**config.mk**
```make
export PLATFORM = sky130hd
export DESIGN_NAME = pwrseq_top
export DESIGN_NICKNAME = d
export VERILOG_FILES = /design/src/rtl/pwrseq_pkg.sv /design/src/rtl/pwrseq_sync.sv /design/src/rtl/pwrseq_datapath.sv /design/src/rtl/pwrseq_ctrl.sv /design/src/rtl/pwrseq_top.sv
export SDC_FILE = /design/constraint.sdc
export NUM_CORES = 1
export LEC_CHECK = 0
export CORE_MARGIN = 1
export CORE_UTILIZATION = 59
export CTS_CLUSTER_SIZE = 8
export DETAILED_ROUTE_END_ITERATION = 6
export GPL_TIMING_DRIVEN = 0
export PLACE_DENSITY_LB_ADDON = 0.2
export SETUP_SLACK_MARGIN = 0.2
export SYNTH_ARGS = -nofsm -noshare
export SYNTH_HDL_FRONTEND = slang
export SYNTH_SLANG_ARGS = --single-unit
```
**constraint.sdc**
```tcl
create_clock -name clk -period 5.42 [get_ports clk]
set_input_delay 1.084 -clock clk [delete_from_list [all_inputs] [get_ports clk]]
set_output_delay 1.084 -clock clk [all_outputs]
set_load 0.05 [all_outputs]
```
**src/rtl/pwrseq_pkg.sv**
```systemverilog
package pwrseq_pkg;

  typedef enum logic [2:0] {
    ST_FULL_PD,
    ST_FULL_REC,
    ST_PARTIAL,
    ST_LONG_REC,
    ST_SHORT_REC,
    ST_ACTIVE
  } pwrState_t;

  typedef enum logic [1:0] {
    REC_SHORT,
    REC_LONG,
    REC_FULL
  } recSel_t;

  typedef struct packed {
    logic    recClr;
    recSel_t recSel;
  } ctrlStrobe_t;

endpackage

```
**src/rtl/pwrseq_sync.sv**
```systemverilog
module pwrseq_sync #(
  parameter int STAGES = 2
) (
  input  logic clk,
  input  logic arstN,
  input  logic d,
  output logic q
);
  logic [STAGES-1:0] chain;

  genvar i;
  generate
    for (i = 0; i < STAGES; i++) begin : g_stage
      if (i == 0) begin : g_first
        always_ff @(posedge clk or negedge arstN)
          if (!arstN) chain[0] <= 1'b0;
          else        chain[0] <= d;
      end else begin : g_next
        always_ff @(posedge clk or negedge arstN)
          if (!arstN) chain[i] <= 1'b0;
          else        chain[i] <= chain[i-1];
      end
    end
  endgenerate

  assign q = chain[STAGES-1];
endmodule

```
**src/rtl/pwrseq_datapath.sv**
```systemverilog
module pwrseq_datapath
  import pwrseq_pkg::*;
#(
  parameter int SYNC_STAGES = 2,
  parameter int STOP_CYC    = 15,
  parameter int HICCUP_CYC  = 10,
  parameter int SHORT_CYC   = 500,
  parameter int LONG_CYC    = 5000,
  parameter int FULL_CYC    = 25000
) (
  input  logic        clk,
  input  logic        arstN,
  input  logic        convClk,
  input  logic        pdPin,
  input  ctrlStrobe_t strobe,
  output logic        convEdge,
  output logic        stopped,
  output logic        hiccup,
  output logic        pdSync,
  output logic        recDone
);
  localparam int GW = $clog2(STOP_CYC + 1);
  localparam int RW = $clog2(FULL_CYC + 1);
  localparam logic [GW-1:0] GAP_MAX    = GW'(STOP_CYC);
  localparam logic [GW-1:0] GAP_HICCUP = GW'(HICCUP_CYC);
  localparam logic [RW-1:0] LIM_SHORT  = RW'(SHORT_CYC - 1);
  localparam logic [RW-1:0] LIM_LONG   = RW'(LONG_CYC - 1);
  localparam logic [RW-1:0] LIM_FULL   = RW'(FULL_CYC - 1);

  logic convSync, convPrev;
  logic [GW-1:0] gapCnt;
  logic [RW-1:0] recCnt, recLim;

  pwrseq_sync #(.STAGES(SYNC_STAGES)) uConvSync (
    .clk(clk), .arstN(arstN), .d(convClk), .q(convSync));
  pwrseq_sync #(.STAGES(SYNC_STAGES)) uPdSync (
    .clk(clk), .arstN(arstN), .d(pdPin), .q(pdSync));

  always_ff @(posedge clk or negedge arstN)
    if (!arstN) convPrev <= 1'b0;
    else        convPrev <= convSync;

  assign convEdge = convSync & ~convPrev;

  // cycles since the last rising edge, saturating at the stop limit
  always_ff @(posedge clk or negedge arstN)
    if (!arstN)                gapCnt <= '0;
    else if (convEdge)         gapCnt <= '0;
    else if (gapCnt != GAP_MAX) gapCnt <= gapCnt + 1'b1;

  assign stopped = (gapCnt == GAP_MAX);
  assign hiccup  = convEdge && !stopped && (gapCnt >= GAP_HICCUP);

  always_comb
    case (strobe.recSel)
      REC_SHORT: recLim = LIM_SHORT;
      REC_LONG:  recLim = LIM_LONG;
      default:   recLim = LIM_FULL;
    endcase

  always_ff @(posedge clk or negedge arstN)
    if (!arstN)                      recCnt <= '0;
    else if (strobe.recClr)          recCnt <= '0;
    else if (recCnt != LIM_FULL)     recCnt <= recCnt + 1'b1;

  assign recDone = (recCnt >= recLim);

  p_gap_sat_r1: assert property (@(posedge clk) disable iff (!arstN)
    gapCnt <= GAP_MAX);

  p_edge_clears_gap_r2: assert property (@(posedge clk) disable iff (!arstN)
    convEdge |=> (gapCnt == '0));

endmodule

```
**src/rtl/pwrseq_ctrl.sv**
```systemverilog
module pwrseq_ctrl
  import pwrseq_pkg::*;
#(
  parameter int NUM_CH = 8
) (
  input  logic              clk,
  input  logic              arstN,
  input  logic              rstReq,
  input  logic              chanWe,
  input  logic [NUM_CH-1:0] chanPdIn,
  input  logic              convEdge,
  input  logic              stopped,
  input  logic              hiccup,
  input  logic              pdSync,
  input  logic              recDone,
  output ctrlStrobe_t       strobe,
  output logic              refEn,
  output logic              clkEn,
  output logic [NUM_CH-1:0] chanEn,
  output logic              ready,
  output logic              zeroData
);
  pwrState_t state, nextState;
  logic restart, inRec;
  logic [NUM_CH-1:0] chanPd;

  always_comb begin
    nextState = state;
    restart   = 1'b0;
    if (pdSync) begin
      nextState = ST_FULL_PD;
      restart   = 1'b1;
    end else begin
      case (state)
        ST_FULL_PD: begin
          nextState = ST_FULL_REC;
          restart   = 1'b1;
        end
        ST_FULL_REC, ST_LONG_REC: begin
          if (stopped && !convEdge) nextState = ST_PARTIAL;
          else if (recDone)         nextState = ST_ACTIVE;
        end
        ST_PARTIAL: begin
          if (convEdge) begin
            nextState = ST_LONG_REC;
            restart   = 1'b1;
          end
        end
        ST_SHORT_REC: begin
          if (stopped && !convEdge) nextState = ST_PARTIAL;
          else if (hiccup)          restart   = 1'b1;
          else if (recDone)         nextState = ST_ACTIVE;
        end
        ST_ACTIVE: begin
          if (stopped && !convEdge) nextState = ST_PARTIAL;
          else if (hiccup) begin
            nextState = ST_SHORT_REC;
            restart   = 1'b1;
          end
        end
        default: nextState = ST_FULL_PD;
      endcase
    end
  end

  always_ff @(posedge clk or negedge arstN)
    if (!arstN) state <= ST_FULL_REC;
    else        state <= nextState;

  assign inRec = (state == ST_FULL_REC) || (state == ST_LONG_REC) ||
                 (state == ST_SHORT_REC);

  always_comb begin
    strobe.recClr = restart || !inRec;
    case (state)
      ST_SHORT_REC: strobe.recSel = REC_SHORT;
      ST_LONG_REC:  strobe.recSel = REC_LONG;
      default:      strobe.recSel = REC_FULL;
    endcase
  end

  always_ff @(posedge clk or negedge arstN)
    if (!arstN)      chanPd <= '0;
    else if (rstReq) chanPd <= '0;
    else if (chanWe) chanPd <= chanPdIn;

  assign refEn    = (state != ST_FULL_PD);
  assign clkEn    = (state != ST_FULL_PD) && (state != ST_PARTIAL);
  assign chanEn   = clkEn ? ~chanPd : '0;
  assign ready    = (state == ST_ACTIVE);
  assign zeroData = rstReq || !ready;

  p_stop_enter_r1: assert property (@(posedge clk) disable iff (!arstN)
    (stopped && !convEdge && !pdSync && state != ST_FULL_PD) |=> (state == ST_PARTIAL));

  p_pd_off_r5: assert property (@(posedge clk) disable iff (!arstN)
    pdSync |=> (!refEn && !clkEn && chanEn == '0 && !ready));

  p_ready_after_done_r3: assert property (@(posedge clk) disable iff (!arstN)
    $rose(ready) |-> $past(recDone));

  p_rst_clear_r8: assert property (@(posedge clk) disable iff (!arstN)
    rstReq |=> (chanPd == '0));

  p_part_exit_r4: assert property (@(posedge clk) disable iff (!arstN)
    (state == ST_PARTIAL && convEdge && !pdSync) |=> (state == ST_LONG_REC));

endmodule

```
**src/rtl/pwrseq_top.sv**
```systemverilog
module pwrseq_top
  import pwrseq_pkg::*;
#(
  parameter int REF_HZ      = 50_000_000,
  parameter int NUM_CH      = 8,
  parameter int SYNC_STAGES = 2,
  parameter int STOP_NS     = 300,
  parameter int HICCUP_NS   = 200,
  parameter int SHORT_US    = 10,
  parameter int LONG_US     = 100,
  parameter int FULL_US     = 500
) (
  input  logic              clk,
  input  logic              arstN,
  input  logic              rstReq,
  input  logic              pdPin,
  input  logic              convClk,
  input  logic              chanWe,
  input  logic [NUM_CH-1:0] chanPdIn,
  output logic              refEn,
  output logic              clkEn,
  output logic [NUM_CH-1:0] chanEn,
  output logic              ready,
  output logic              zeroData
);
  localparam int CYC_PER_US = REF_HZ / 1_000_000;
  localparam int STOP_CYC   = CYC_PER_US * STOP_NS / 1000;
  localparam int HICCUP_CYC = CYC_PER_US * HICCUP_NS / 1000;
  localparam int SHORT_CYC  = CYC_PER_US * SHORT_US;
  localparam int LONG_CYC   = CYC_PER_US * LONG_US;
  localparam int FULL_CYC   = CYC_PER_US * FULL_US;

  ctrlStrobe_t strobe;
  logic convEdge, stopped, hiccup, pdSync, recDone;

  pwrseq_datapath #(
    .SYNC_STAGES(SYNC_STAGES), .STOP_CYC(STOP_CYC), .HICCUP_CYC(HICCUP_CYC),
    .SHORT_CYC(SHORT_CYC), .LONG_CYC(LONG_CYC), .FULL_CYC(FULL_CYC)
  ) uData (
    .clk(clk), .arstN(arstN), .convClk(convClk), .pdPin(pdPin),
    .strobe(strobe), .convEdge(convEdge), .stopped(stopped),
    .hiccup(hiccup), .pdSync(pdSync), .recDone(recDone)
  );

  pwrseq_ctrl #(.NUM_CH(NUM_CH)) uCtrl (
    .clk(clk), .arstN(arstN), .rstReq(rstReq), .chanWe(chanWe),
    .chanPdIn(chanPdIn), .convEdge(convEdge), .stopped(stopped),
    .hiccup(hiccup), .pdSync(pdSync), .recDone(recDone), .strobe(strobe),
    .refEn(refEn), .clkEn(clkEn), .chanEn(chanEn), .ready(ready),
    .zeroData(zeroData)
  );

  p_zero_when_idle_r9: assert property (@(posedge clk) disable iff (!arstN)
    !ready |-> zeroData);

endmodule

```
# After elaboration in Yosys (flattened, before gate mapping)
# Cells that the tools add are included.
# Widths: inputs -> output; s select.
[word_totals]
reg_bits = 35
input_bits = 14
output_inout_bits = 12
[classes]
addsub = 2
n_lt_le_gt_ge = 2
n_eq_ne = 13
n_mux = 23
bitwise = 3
n_reduce_logical = 21
[ops]
columns = ["cell", "n"]
rows = [
  ["$mux 15", 2],
  ["$pmux 15 s2", 1],
  ["$mux 3", 8],
  ["$mux 8", 3],
  ["$add 15x1->15 const B", 1],
  ["$ge 15x15->1", 1],
  ["$ne 15x15->1 const B", 1],
  ["$pmux 3 s5", 1],
  ["$mux 4", 2],
  ["$ne 4x4->1 const B", 2],
  ["$not 8->8", 1],
  ["$eq 3x2->1 const B", 2],
  ["$eq 3x3->1 const B", 2],
  ["$ne 3x2->1 const B", 2],
  ["$reduce_bool 2->1", 3],
  ["$add 4x1->4 const B", 1],
  ["$eq 4x4->1 const B", 1],
  ["$ge 4x4->1 const B", 1],
  ["$logic_and 1x1->1", 4],
  ["$logic_not 1->1", 4],
  ["$logic_or 1x1->1", 4],
  ["$mux 1", 4],
  ["$ne 4x3->1 const B", 1],
  ["$pmux 2 s2", 1],
  ["other kinds (10)", 11],
]

# Depth between registers and ports, before layout
# Gate-level depths: netlist of the first run.
[depth]
ltp_word = 10
depth_mapped = 10

# Hierarchy
# A second synthesis of the first run with hierarchy kept.
[unflattened]
cells_unflattened = 203
area_unflattened_um2 = 1999.4
[by_module_without_submodules]
columns = ["module", "n_inst", "cells_each", "area_each_um2", "seq_area_each_um2"]
rows = [
  ["pwrseq_datapath", 1, 131, 1248.7, 500.5],
  ["pwrseq_ctrl", 1, 68, 650.6, 276.5],
  ["pwrseq_sync", 2, 2, 50.0, 50.0],
]

# Worst setup path after synthesis of the first run
# Ideal clock, no wire load.
[synth_path]
kind = "in2out"
from = "input port rstReq"
to = "output port zeroData"
arrival_ns = 1.677
path_slack_ns = 2.659
path_stages = 2
n_path_buf = 1
cell_sequence = "clkbuf_1 > or2_2"
[synth_between]
elab_chain_len = 1
[synth_rtl]
columns = ["element", "line", "rtl"]
rows = [
  ["start, declared", "pwrseq_top.sv:15", "input logic rstReq,"],
  ["$logic_or 1x1->1", "pwrseq_ctrl.sv:91", "assign zeroData = rstReq || !ready;"],
  ["end, declared", "pwrseq_top.sv:24", "output logic zeroData"],
]
# No other way between the ends.

# Worst setup path in the final report of the first run
# Ends and elaborated chain as after synthesis.

==> flow_summary.json, run 1 <==
{
  "timing.critical_path.arrival_ns": 2.32,
  "critical_path.reg2reg.startpoint": "uCtrl.state[1]",
  "syn_to_final_growth_pct": 17.51,
  "fin_skew_ns": 0.01429,
  "postRouteAntennaNets": 0,
  "synth_sequential_area_ratio_pct": 44.01,
  "layout.cells.most_common": "sky130_fd_sc_hd__nor2_1",
  "report.power.total_uw": 923.7,
  "wl_per_instance_um": 14.84,
  "drt_pass1_iterations": 6,
  "initialDrtViolationCount": 91,
  "fin_nets": 266,
  "syn_nets": 236,
  "syn_area_um2": 1993,
  "dp_worst_setup_slack_ns": 2.014,
  "power.density_cell_area_nw_per_um2": 394.4,
  "postSynth.asyncResetShare_pct": 100.0,
  "core_area_um2": 3128,
  "cts_tree": "done",
  "layout.cells.most_common_list": "sky130_fd_sc_hd__nor2_1 (45), sky130_fd_sc_hd__dfrtp_1 (34), sky130_fd_sc_hd__clkdlybuf4s50_1 (22)",
  "yosys_most_used_dff": "sky130_fd_sc_hd__dfrtp_1",
  "finalHoldViolations": 0,
  "hold_depth": 0,
  "h-tree-depth": 2,
  "grt_util_all_layers_pct": 26.28,
  "critical_path.reg2reg.endpoint": "uCtrl.state[2]",
  "max_clock_freq_mhz": 293.9,
  "reg2reg_slack_ns": 3.11,
  "worst_ir_drop_vdd_uv": 185.2,
  "routed_via_density": 5.860,
  "route.detailed.drc": 0,
  "cts.repair_timing.setup_buffer_count": 0,
  "final-max-slew-violation-count": 0,
  "fin_ws_ns": 2.018,
  "critical_path_launch_point_type": "input pin",
  "synth.mux.area_fraction_pct": 4.018,
  "cp_data_required_time_ns": 4.34,
  "cts_buffer_depth": 2,
  "totalWireLength_um": 4244,
  "post_synth_fa_ha_maj_area_fraction_pct": 6.905,
  "drive_above_1_share_pct": 9.504,
  "synth-edff-count": 0,
  "whs_ns": 0.3617,
  "grt_pass1_wl_um": 6962,
  "ctsRootBufferMaster": "sky130_fd_sc_hd__clkbuf_4",
  "fin_setup_tns_ns": 0,
  "grt_max_degree": 36,
  "cts_buffers": 5,
  "rr_worst_depth": 8,
  "estimated_wirelength_of_the_detail_placed_design_um": 3096,
  "post_synth_and_or_nand_nor_area_fraction_pct": 24.98,
  "antenna_cells": 0,
  "cp_max_fo": 9,
  "critical_path_class": "input pin to output port",
  "gr-total-overflow": 0,
  "min_delay_worst_endpoint": "uData.uPdSync.q",
  "placementRows": 20,
  "ys.warnings.count": 0,
  "finalSetupViolations": 0,
  "fp.dieW_um": 60.12,
  "hold_path_class": "flip-flop to flip-flop",
  "clkSinkCount": 35,
  "route.vias.total": 1676,
  "worstMarginPinSlew_ns": 0.7548,
  "cp-end-kind": "output port",
  "clkLatencyLatePin_ns": 0.34,
  "final.min_clock_period_ns": 3.402,
  "initial_core_util_pct": 63.72,
  "slew_headroom_pct": 49.68,
  "clkTransAtPathRegs_ns": 0.10,
  "hold_path.startpoint": "uData.uPdSync.chain[0]",
  "cts_repair_resize_count": 0,
  "largest_family_of_logic_cells_by_synthesized_area": "simple AND/OR/NAND/NOR gates",
  "via_count_of_the_first_global_routing_pass": 1596,
  "hold_bufs_at_cts": 0,
  "design_area_um2": 2342,
  "synth.ff_latch_count": 35,
  "yosys.area_share.xor_xnor_pct": 6.591,
  "postSynthAreaPerCell_um2": 9.446,
  "synth_cell_types": 43,
  "period_share_pct": 62.77,
  "dieArea_um2": 3614,
  "rsz0062_at_grt": "no",
  "post_synth_inst_count": 211,
  "antenna_found_initial": 0,
  "pin_count": 26,
  "dieHeight_um": 60.12,
  "dp_cells": 278,
  "leakagePower_nw": 1.024,
  "outcome": "complete, no violations",
  "post_dp_cell_area_um2": 2273,
  "numPortBuffers": 23,
  "post_layout_nonfiller_instances": 286,
  "gpl.final_weighted_congestion": 0.8497,
  "synth-compound-area-share_pct": 8.977,
  "timing.max_cap.violations": 0,
  "layout.core_utilization_pct": 74.88
}
cells by family (layout without fill, tap and decap cells):
logic type      after synthesis  count (layout)
fa+ha+maj                    11              11
xor+xnor                     15              15
compound gates               26              26
mux                           8               8
flops                        35              35
buf+inv                      15              46
simple gates                101             101
power by group:
part / switching, mW / total, mW / internal (mW)
clock: 0.0843 / 0.161 / 0.0763
combinational: 0.285 / 0.443 / 0.158
sequential: 0.0298 / 0.320 / 0.291
worst max-delay path, cell delays in order:
cell                              delay [ns]
sky130_fd_sc_hd__clkbuf_1               0.27
sky130_fd_sc_hd__or2_2                  0.17
sky130_fd_sc_hd__clkdlybuf4s50_1        0.79
cell type report:
class                           instances  area, µm²
Inverter                                8      30.03
Clock buffer                            8      68.82
Timing Repair Buffer                   23      225.2
Fill cell                             220      785.8
Multi-Input combinational cell        161       1026
Sequential cell                        35      877.1
Buffer                                  7      60.06
Tap cell                               44      55.05
worst max-delay path by stage:
stage          slack, ns    from  endpoint  depth (start not counted)
6_report            2.02  rstReq  zeroData                          3
5_1_grt             1.95  rstReq  zeroData                          3
4_1_cts             2.02  rstReq  zeroData                          3
3_5_place_dp        2.01  rstReq  zeroData                          3
3_3_place_gp        2.02  rstReq  zeroData                          3
2_1_floorplan       2.66  rstReq  zeroData                          2
flip-flops by register name, indices dropped and copies added, names as in the netlist, 3 cells and up:
register,cells
uCtrl.chanPd,8
uData.recCnt,15
uCtrl.state,3
uData.gapCnt,4
per-layer routing:
metal  part of all wire, %  track usage [%]
met5                     0                0
met4                   1.4            7.641
met3                   6.3            6.494
met2                    52            49.61
met1                    40            28.43
synthesized netlist by cell type (all sizes together), types with 3 or more instances:
master	count	area share (%)
a21oi	8	2.0
a31oi	3	0.94
and3	3	0.94
buf	5	2.6
dfrtp	34	43
ha	11	6.9
inv	8	1.5
mux2i	8	4.0
nand2	15	2.8
nand3	7	1.8
nand4	6	1.9
nor2	45	8.5
nor3	6	1.5
o21ai	6	1.5
xnor2	11	4.8
xor2	4	1.8
No activity file was read; power rests on OpenSTA's default activity.
==> inputs of run 2 (changes only) <==
--- a/config.mk
+++ b/config.mk
@@ -6,7 +6,7 @@
 export NUM_CORES = 1
 export LEC_CHECK = 0
 export CORE_MARGIN = 1
-export CORE_UTILIZATION = 59
+export CORE_UTILIZATION = 49
 export CTS_CLUSTER_SIZE = 8
 export DETAILED_ROUTE_END_ITERATION = 6
 export GPL_TIMING_DRIVEN = 0
==> constraint.sdc (replaced) <==
create_clock -name clk -period 2.75 [get_ports clk]
set_input_delay 0.55 -clock clk [delete_from_list [all_inputs] [get_ports clk]]
set_output_delay 0.55 -clock clk [all_outputs]
set_load 0.05 [all_outputs]
==> run 2 against run 1 <==
  * Critical path depth grew 1
  * Critical endpoint is now ready
  * Via count decreased by 7.0%
  * Worst hold slack worse by 0.044 ns
  * Register-to-register slack got worse by 2.7 ns
  * Flip-flop and latch count unchanged
  * Combinational power increased by 95%
  * Count of clock-buffer cells in the layout down 1
  * Sequential share of layout area fell by 0.65 points
  * Largest power group unchanged
  * Utilization shrank 12 points
  * Highest routed layer unchanged
  * Non-clock buffer count stayed put
  * Final cell count rose by 1.4%
==> flow_summary.json, run 2 (same netlist as run 1, synthesis figures left out) <==
{
  "fin_nets": 266,
  "grt_pass1_wl_um": 6458,
  "regMostFlops": "uData.recCnt",
  "clkLatencyLatePin_ns": 0.28,
  "largest_reg_flops": 15,
  "power.density_cell_area_nw_per_um2": 781.8,
  "outcome": "complete, no violations",
  "finalHoldViolations": 0,
  "fillerInstances": 333,
  "route.detailed.drc": 0,
  "pwr-share-comb_pct": 46.3,
  "dieArea_um2": 4327,
  "numPortBuffers": 23,
  "syn_to_final_growth_pct": 19.59,
  "postRouteAntennaNets": 0,
  "totalWireLength_um": 3610,
  "via_count_of_the_first_global_routing_pass": 1483,
  "p_clk_share_pct": 19.9,
  "grt_max_degree": 36,
  "gr-total-overflow": 0,
  "max_clock_freq_mhz": 405.1,
  "final.min_clock_period_ns": 2.469,
  "fp.dieW_um": 65.78,
  "p_seq_share_pct": 33.7,
  "slew_headroom_pct": 51.71,
  "cp-end-kind": "output port",
  "wl_per_instance_um": 12.45,
  "critical_path_class": "flip-flop to output port",
  "final-max-slew-violation-count": 0,
  "fin_setup_tns_ns": 0,
  "hold_path_class": "input pin to async pin",
  "route.vias.total": 1558,
  "antenna_found_initial": 0,
  "dieHeight_um": 65.78,
  "finalSetupViolations": 0,
  "total_switching_power_uw": 777.2,
  "cts.repair_timing.setup_buffer_count": 0,
  "core_area_um2": 3771,
  "initial_core_util_pct": 52.85,
  "hold_bufs_at_cts": 0,
  "rr_worst_depth": 8,
  "antenna_cells": 0,
  "switching_power_share_of_the_total_pct": 41.71,
  "ctsRootBufferMaster": "sky130_fd_sc_hd__clkbuf_8",
  "fin_skew_ns": 0.007135,
  "cp_data_required_time_ns": 2.20,
  "layout.area.seq_um2": 877.1,
  "h-tree-depth": 2,
  "placementRows": 22,
  "cell_internal_pwr_mw": 1.086,
  "cts_buffer_depth": 2,
  "drive_above_1_share_pct": 9.917,
  "worst_ir_drop_vdd_uv": 307.9,
  "fin_ws_ns": 0.2812,
  "dp_worst_setup_slack_ns": 0.2935,
  "cp_max_fo": 10,
  "critical_path_launch_point_type": "flip-flop",
  "top_regs": "uData.recCnt: 15 flops, uCtrl.chanPd: 8 flops, uData.gapCnt: 4 flops",
  "clkSinkCount": 35,
  "period_share_pct": 89.78,
  "initialDrtViolationCount": 76,
  "cts_tree": "done",
  "clkTransAtPathRegs_ns": 0.07,
  "rsz0062_at_grt": "no",
  "grt_util_all_layers_pct": 19.55,
  "timing.critical_path.arrival_ns": 1.92,
  "worstMarginPinSlew_ns": 0.7244,
  "gpl.final_weighted_congestion": 0.8168,
  "timing.max_cap.violations": 0,
  "leakagePower_nw": 1.064,
  "pin_count": 26,
  "layout.cells.most_common_list": "sky130_fd_sc_hd__nor2_1 (44), sky130_fd_sc_hd__dfrtp_1 (34), sky130_fd_sc_hd__clkdlybuf4s50_1 (18)",
  "multi_input_comb_area_um2": 1033,
  "layout.cells.most_common": "sky130_fd_sc_hd__nor2_1",
  "cts_buffers": 5,
  "estimated_wirelength_of_the_detail_placed_design_um": 2687,
  "routed_via_density": 5.372,
  "drt_pass1_iterations": 4
}
run 2: path summary, 6_finish.rpt:
kind,startpoint,end,slack [ns]
max,uCtrl.state[0],ready,0.28
min,arstN,uData.gapCnt[0],0.32
max reg2reg,uCtrl.state[1],uCtrl.state[2],0.46
min reg2reg,uData.uConvSync.chain[0],uData.uConvSync.q,0.34
max in group asynchronous,arstN,uCtrl.chanPd[6],1.96
min in group clk,uData.uConvSync.chain[0],uData.uConvSync.q,0.34
run 2: stage by stage:
step	hold WS [ns]	utilization (%)	power (mW)	std cells	instance area (µm²)
after global placement	0.3320	60.55	1.487	282	2283
final	0.3181	63.21	1.863	290	2384
after floorplan	0.2544	-	1.241	211	1993
after CTS	0.3481	62.87	1.878	290	2371
after global routing	0.3494	63.21	1.978	290	2384
after detailed placement	0.3371	60.42	1.495	282	2278
run 2: power by group through the flow:
stage          Combinational, mW  Clock (mW)  Sequential [mW]
6_report                   0.863       0.372            0.629
3_3_place_gp               0.853           0            0.634
5_1_grt                    0.934       0.409            0.635
2_1_floorplan              0.617           0            0.624
4_1_cts                    0.863       0.388            0.626
3_5_place_dp               0.859           0            0.636
run 2: final cells by class:
| cell class | instances | share of cell area, % |
|---|---|---|
| sequential | 35 | 36.80 |
| timing repair buffer | 23 | 9.711 |
| tap | 48 | 2.520 |
| clock buffer | 7 | 3.622 |
| clock inverter | 1 | 0.2100 |
| buffer | 7 | 2.520 |
| inverter | 8 | 1.260 |
| multi-input combinational | 161 | 43.36 |
run 2: repair_timing:
item / CTS / global route
hold endpoints to repair: 0 / 0
setup endpoints to repair: 10 / 10
gates resized for setup: 2 / 4
run 2: per-layer routing:
| metal | routed length (µm) | GRT usage (%) |
|---|---|---|
| met5 | 0 | 0 |
| met4 | 44 | 8.152 |
| met3 | 162 | 5.000 |
| met2 | 1696 | 32.27 |
| met1 | 1707 | 24.06 |
run 2: worst max-delay path, stage by stage (launching register included):
cell and delay, ns:
sky130_fd_sc_hd__dfstp_2 0.52, sky130_fd_sc_hd__buf_6 0.13, sky130_fd_sc_hd__nand3b_1 0.12, sky130_fd_sc_hd__inv_1 0.07, sky130_fd_sc_hd__clkdlybuf4s50_1 0.79
==> inputs of run 3 (changes only) <==
==> constraint.sdc (replaced) <==
create_clock -name clk -period 2.1 [get_ports clk]
set_input_delay 0.42 -clock clk [delete_from_list [all_inputs] [get_ports clk]]
set_output_delay 0.42 -clock clk [all_outputs]
set_load 0.05 [all_outputs]
==> run 3 against run 2 <==
  * Register-to-register slack lost 0.45 ns
  * Setup slack worse by 0.27 ns
  * Die area did not move
  * Flip-flop and latch count stayed put
  * Global-route usage is 0.78 points higher
  * Via count up 3.2%
  * Final cell count grew 3.1%
  * Worst hold slack got worse by 0.12 ns
  * Largest power group unchanged
==> flow_summary.json, run 3 (same netlist as run 1, synthesis figures left out) <==
{
  "outcome": "complete, no violations",
  "slew_headroom_pct": 49.58,
  "initialDrtViolationCount": 61,
  "clkTransAtPathRegs_ns": 0.07,
  "layout.cells.most_common_list": "sky130_fd_sc_hd__nor2_1 (42), sky130_fd_sc_hd__dfrtp_1 (34), sky130_fd_sc_hd__nand2_1 (13)",
  "cp_slowest_stage_delay_ns": 0.45,
  "core_area_um2": 3771,
  "leakagePower_nw": 1.109,
  "cts_buffers": 5,
  "globalRouteMet3Util_pct": 5.345,
  "fin_ws_ns": 0.01463,
  "power.density_cell_area_nw_per_um2": 1018,
  "dieArea_um2": 4327,
  "critPathSlowestCell": "sky130_fd_sc_hd__or3b_4",
  "fin_skew_ns": 0.004349,
  "grt_use_met2_pct": 32.91,
  "postRouteAntennaNets": 0,
  "wl_per_instance_um": 13.11,
  "regMostFlops": "uData.recCnt",
  "worstMarginPinSlew_ns": 0.7563,
  "h-tree-depth": 2,
  "placementRows": 22,
  "cp-end-kind": "flip-flop",
  "worstPathCellList": "buf_6 > or3b_4 > inv_2 > ha_4 > nand4b_1 > o22ai_1 > o21ai_2 > nand2_1 > a31o_2",
  "via_count_of_the_first_global_routing_pass": 1524,
  "drive_above_1_share_pct": 22.31,
  "layout.cells.most_common": "sky130_fd_sc_hd__nor2_1",
  "period_share_pct": 99.30,
  "antenna_found_initial": 0,
  "route.vias.total": 1608,
  "fp.dieW_um": 65.78,
  "estimated_wirelength_of_the_detail_placed_design_um": 2752,
  "finalSetupViolations": 0,
  "largest_reg_flops": 15,
  "dp_cells": 282,
  "critical_path_launch_point_type": "flip-flop",
  "clkLatencyLatePin_ns": 0.28,
  "drt_pass1_iterations": 4,
  "finalHoldViolations": 0,
  "post_layout_nonfiller_instances": 299,
  "worst_ir_drop_vdd_uv": 491.4,
  "gr_peak_layer": "met2",
  "routed_via_density": 5.378,
  "critical_path_class": "flip-flop to flip-flop",
  "grt_util_all_layers_pct": 20.33,
  "pin_count": 26,
  "totalWireLength_um": 3919,
  "dp_worst_setup_slack_ns": -0.2256,
  "gr-total-overflow": 0,
  "max_clock_freq_mhz": 479.5,
  "rsz0062_at_grt": "yes",
  "gpl.final_weighted_congestion": 0.8298,
  "worstPathBufferInverterCount": 2,
  "hold_bufs_at_cts": 0,
  "met1_usage_pct": 26.19,
  "initial_core_util_pct": 52.85,
  "final.min_clock_period_ns": 2.085,
  "cp_max_fo": 4,
  "antenna_cells": 0,
  "cts_tree": "done",
  "hold_path_class": "input pin to async pin",
  "timing.max_cap.violations": 0,
  "clkSinkCount": 35,
  "fillerInstances": 326,
  "fin_nets": 275,
  "cts_buffer_depth": 2,
  "route.detailed.drc": 0,
  "grt_max_degree": 36,
  "cp_data_required_time_ns": 2.28,
  "grt_pass1_wl_um": 6665,
  "ctsRootBufferMaster": "sky130_fd_sc_hd__clkbuf_8",
  "top_regs": "uData.recCnt: 15 flops, uCtrl.chanPd: 8 flops, uData.gapCnt: 4 flops",
  "cpLargestDelayFamily": "simple AND/OR/NAND/NOR gates",
  "syn_to_final_growth_pct": 24.61,
  "numPortBuffers": 23,
  "dieHeight_um": 65.78,
  "final-max-slew-violation-count": 0,
  "timing.critical_path.arrival_ns": 2.26
}
run 3: cell types whose count changed in the layout (fill, tap and decap cells not counted), moves of 3 or more:
cell	previous run	this run
sky130_fd_sc_hd__o21ai_0	6	3
sky130_fd_sc_hd__buf_2	1	10
sky130_fd_sc_hd__dlymetal6s2s_1	3	0
sky130_fd_sc_hd__ha_4	0	3
sky130_fd_sc_hd__buf_4	1	9
sky130_fd_sc_hd__ha_1	11	8
sky130_fd_sc_hd__clkdlybuf4s50_1	18	10
run 3: worst reg2reg max path: stages (launching register included):
cell	delay, ns
sky130_fd_sc_hd__dfrtp_1	0.37
sky130_fd_sc_hd__buf_6	0.12
sky130_fd_sc_hd__or3b_4	0.45
sky130_fd_sc_hd__inv_2	0.10
sky130_fd_sc_hd__ha_4	0.20
sky130_fd_sc_hd__nand4b_1	0.10
sky130_fd_sc_hd__o22ai_1	0.10
sky130_fd_sc_hd__o21ai_2	0.20
sky130_fd_sc_hd__nand2_1	0.10
sky130_fd_sc_hd__a31o_2	0.23
run 3: final cells by class:
type | count | area [µm²] | share of cell area, %
flip-flops and latches | 35 | 877.1 | 35.31
well taps | 48 | 60.06 | 2.418
clock buffers | 8 | 100.1 | 4.030
inverters | 8 | 30.03 | 1.209
repair buffers | 32 | 249.0 | 10.03
multi-input cells | 161 | 1104 | 44.43
plain buffers | 7 | 63.81 | 2.569
run 3: path summary, 6_finish.rpt:
check                                  startpoint         endpoint  slack (ns)  cells after the start
setup / recovery                   uCtrl.state[1]   uCtrl.state[2]        0.01                      9
hold / removal                              arstN  uData.gapCnt[3]        0.20                      1
setup reg to reg                   uCtrl.state[1]   uCtrl.state[2]        0.01                      9
hold reg to reg            uData.uPdSync.chain[0]  uData.uPdSync.q        0.34                      0
max in group asynchronous                   arstN  uData.recCnt[0]        1.42                      1
min in group clk           uData.uPdSync.chain[0]  uData.uPdSync.q        0.34                      0
run 3: metrics by stage:
step           cell area (µm²)  TNS [ns]  utilization (%)  power, mW  hold WS (ns)
3_5_place_dp              2310    -1.695            61.25      1.984        0.3396
6_report                  2484         0            65.86      2.528        0.2002
2_1_floorplan             2024         0                -      1.645        0.1244
4_1_cts                   2460         0            65.23      2.500        0.2300
3_3_place_gp              2315    -6.027            61.38      1.966        0.3369
5_1_grt                   2484   -0.4406            65.86      2.665        0.2752
run 3: timing repair:
item	CTS	global route
buffers inserted	8	1
endpoints found under the setup margin	25	21
pin swaps	6	1
resized for setup	67	9
run 3: layer usage:
layer  wire length (µm)  vias to the layer above
met4                 41                        0
met1               1840                      761
met2               1836                       35
met3                201                        4
met5                  0                        -
li1                   -                      808
run 3: report_power, final:
part	switching (mW)	total (mW)	internal, mW
logic	0.771	1.18	0.405
registers	0.0704	0.822	0.751
clock network	0.231	0.530	0.299
total	1.07	2.53	1.46
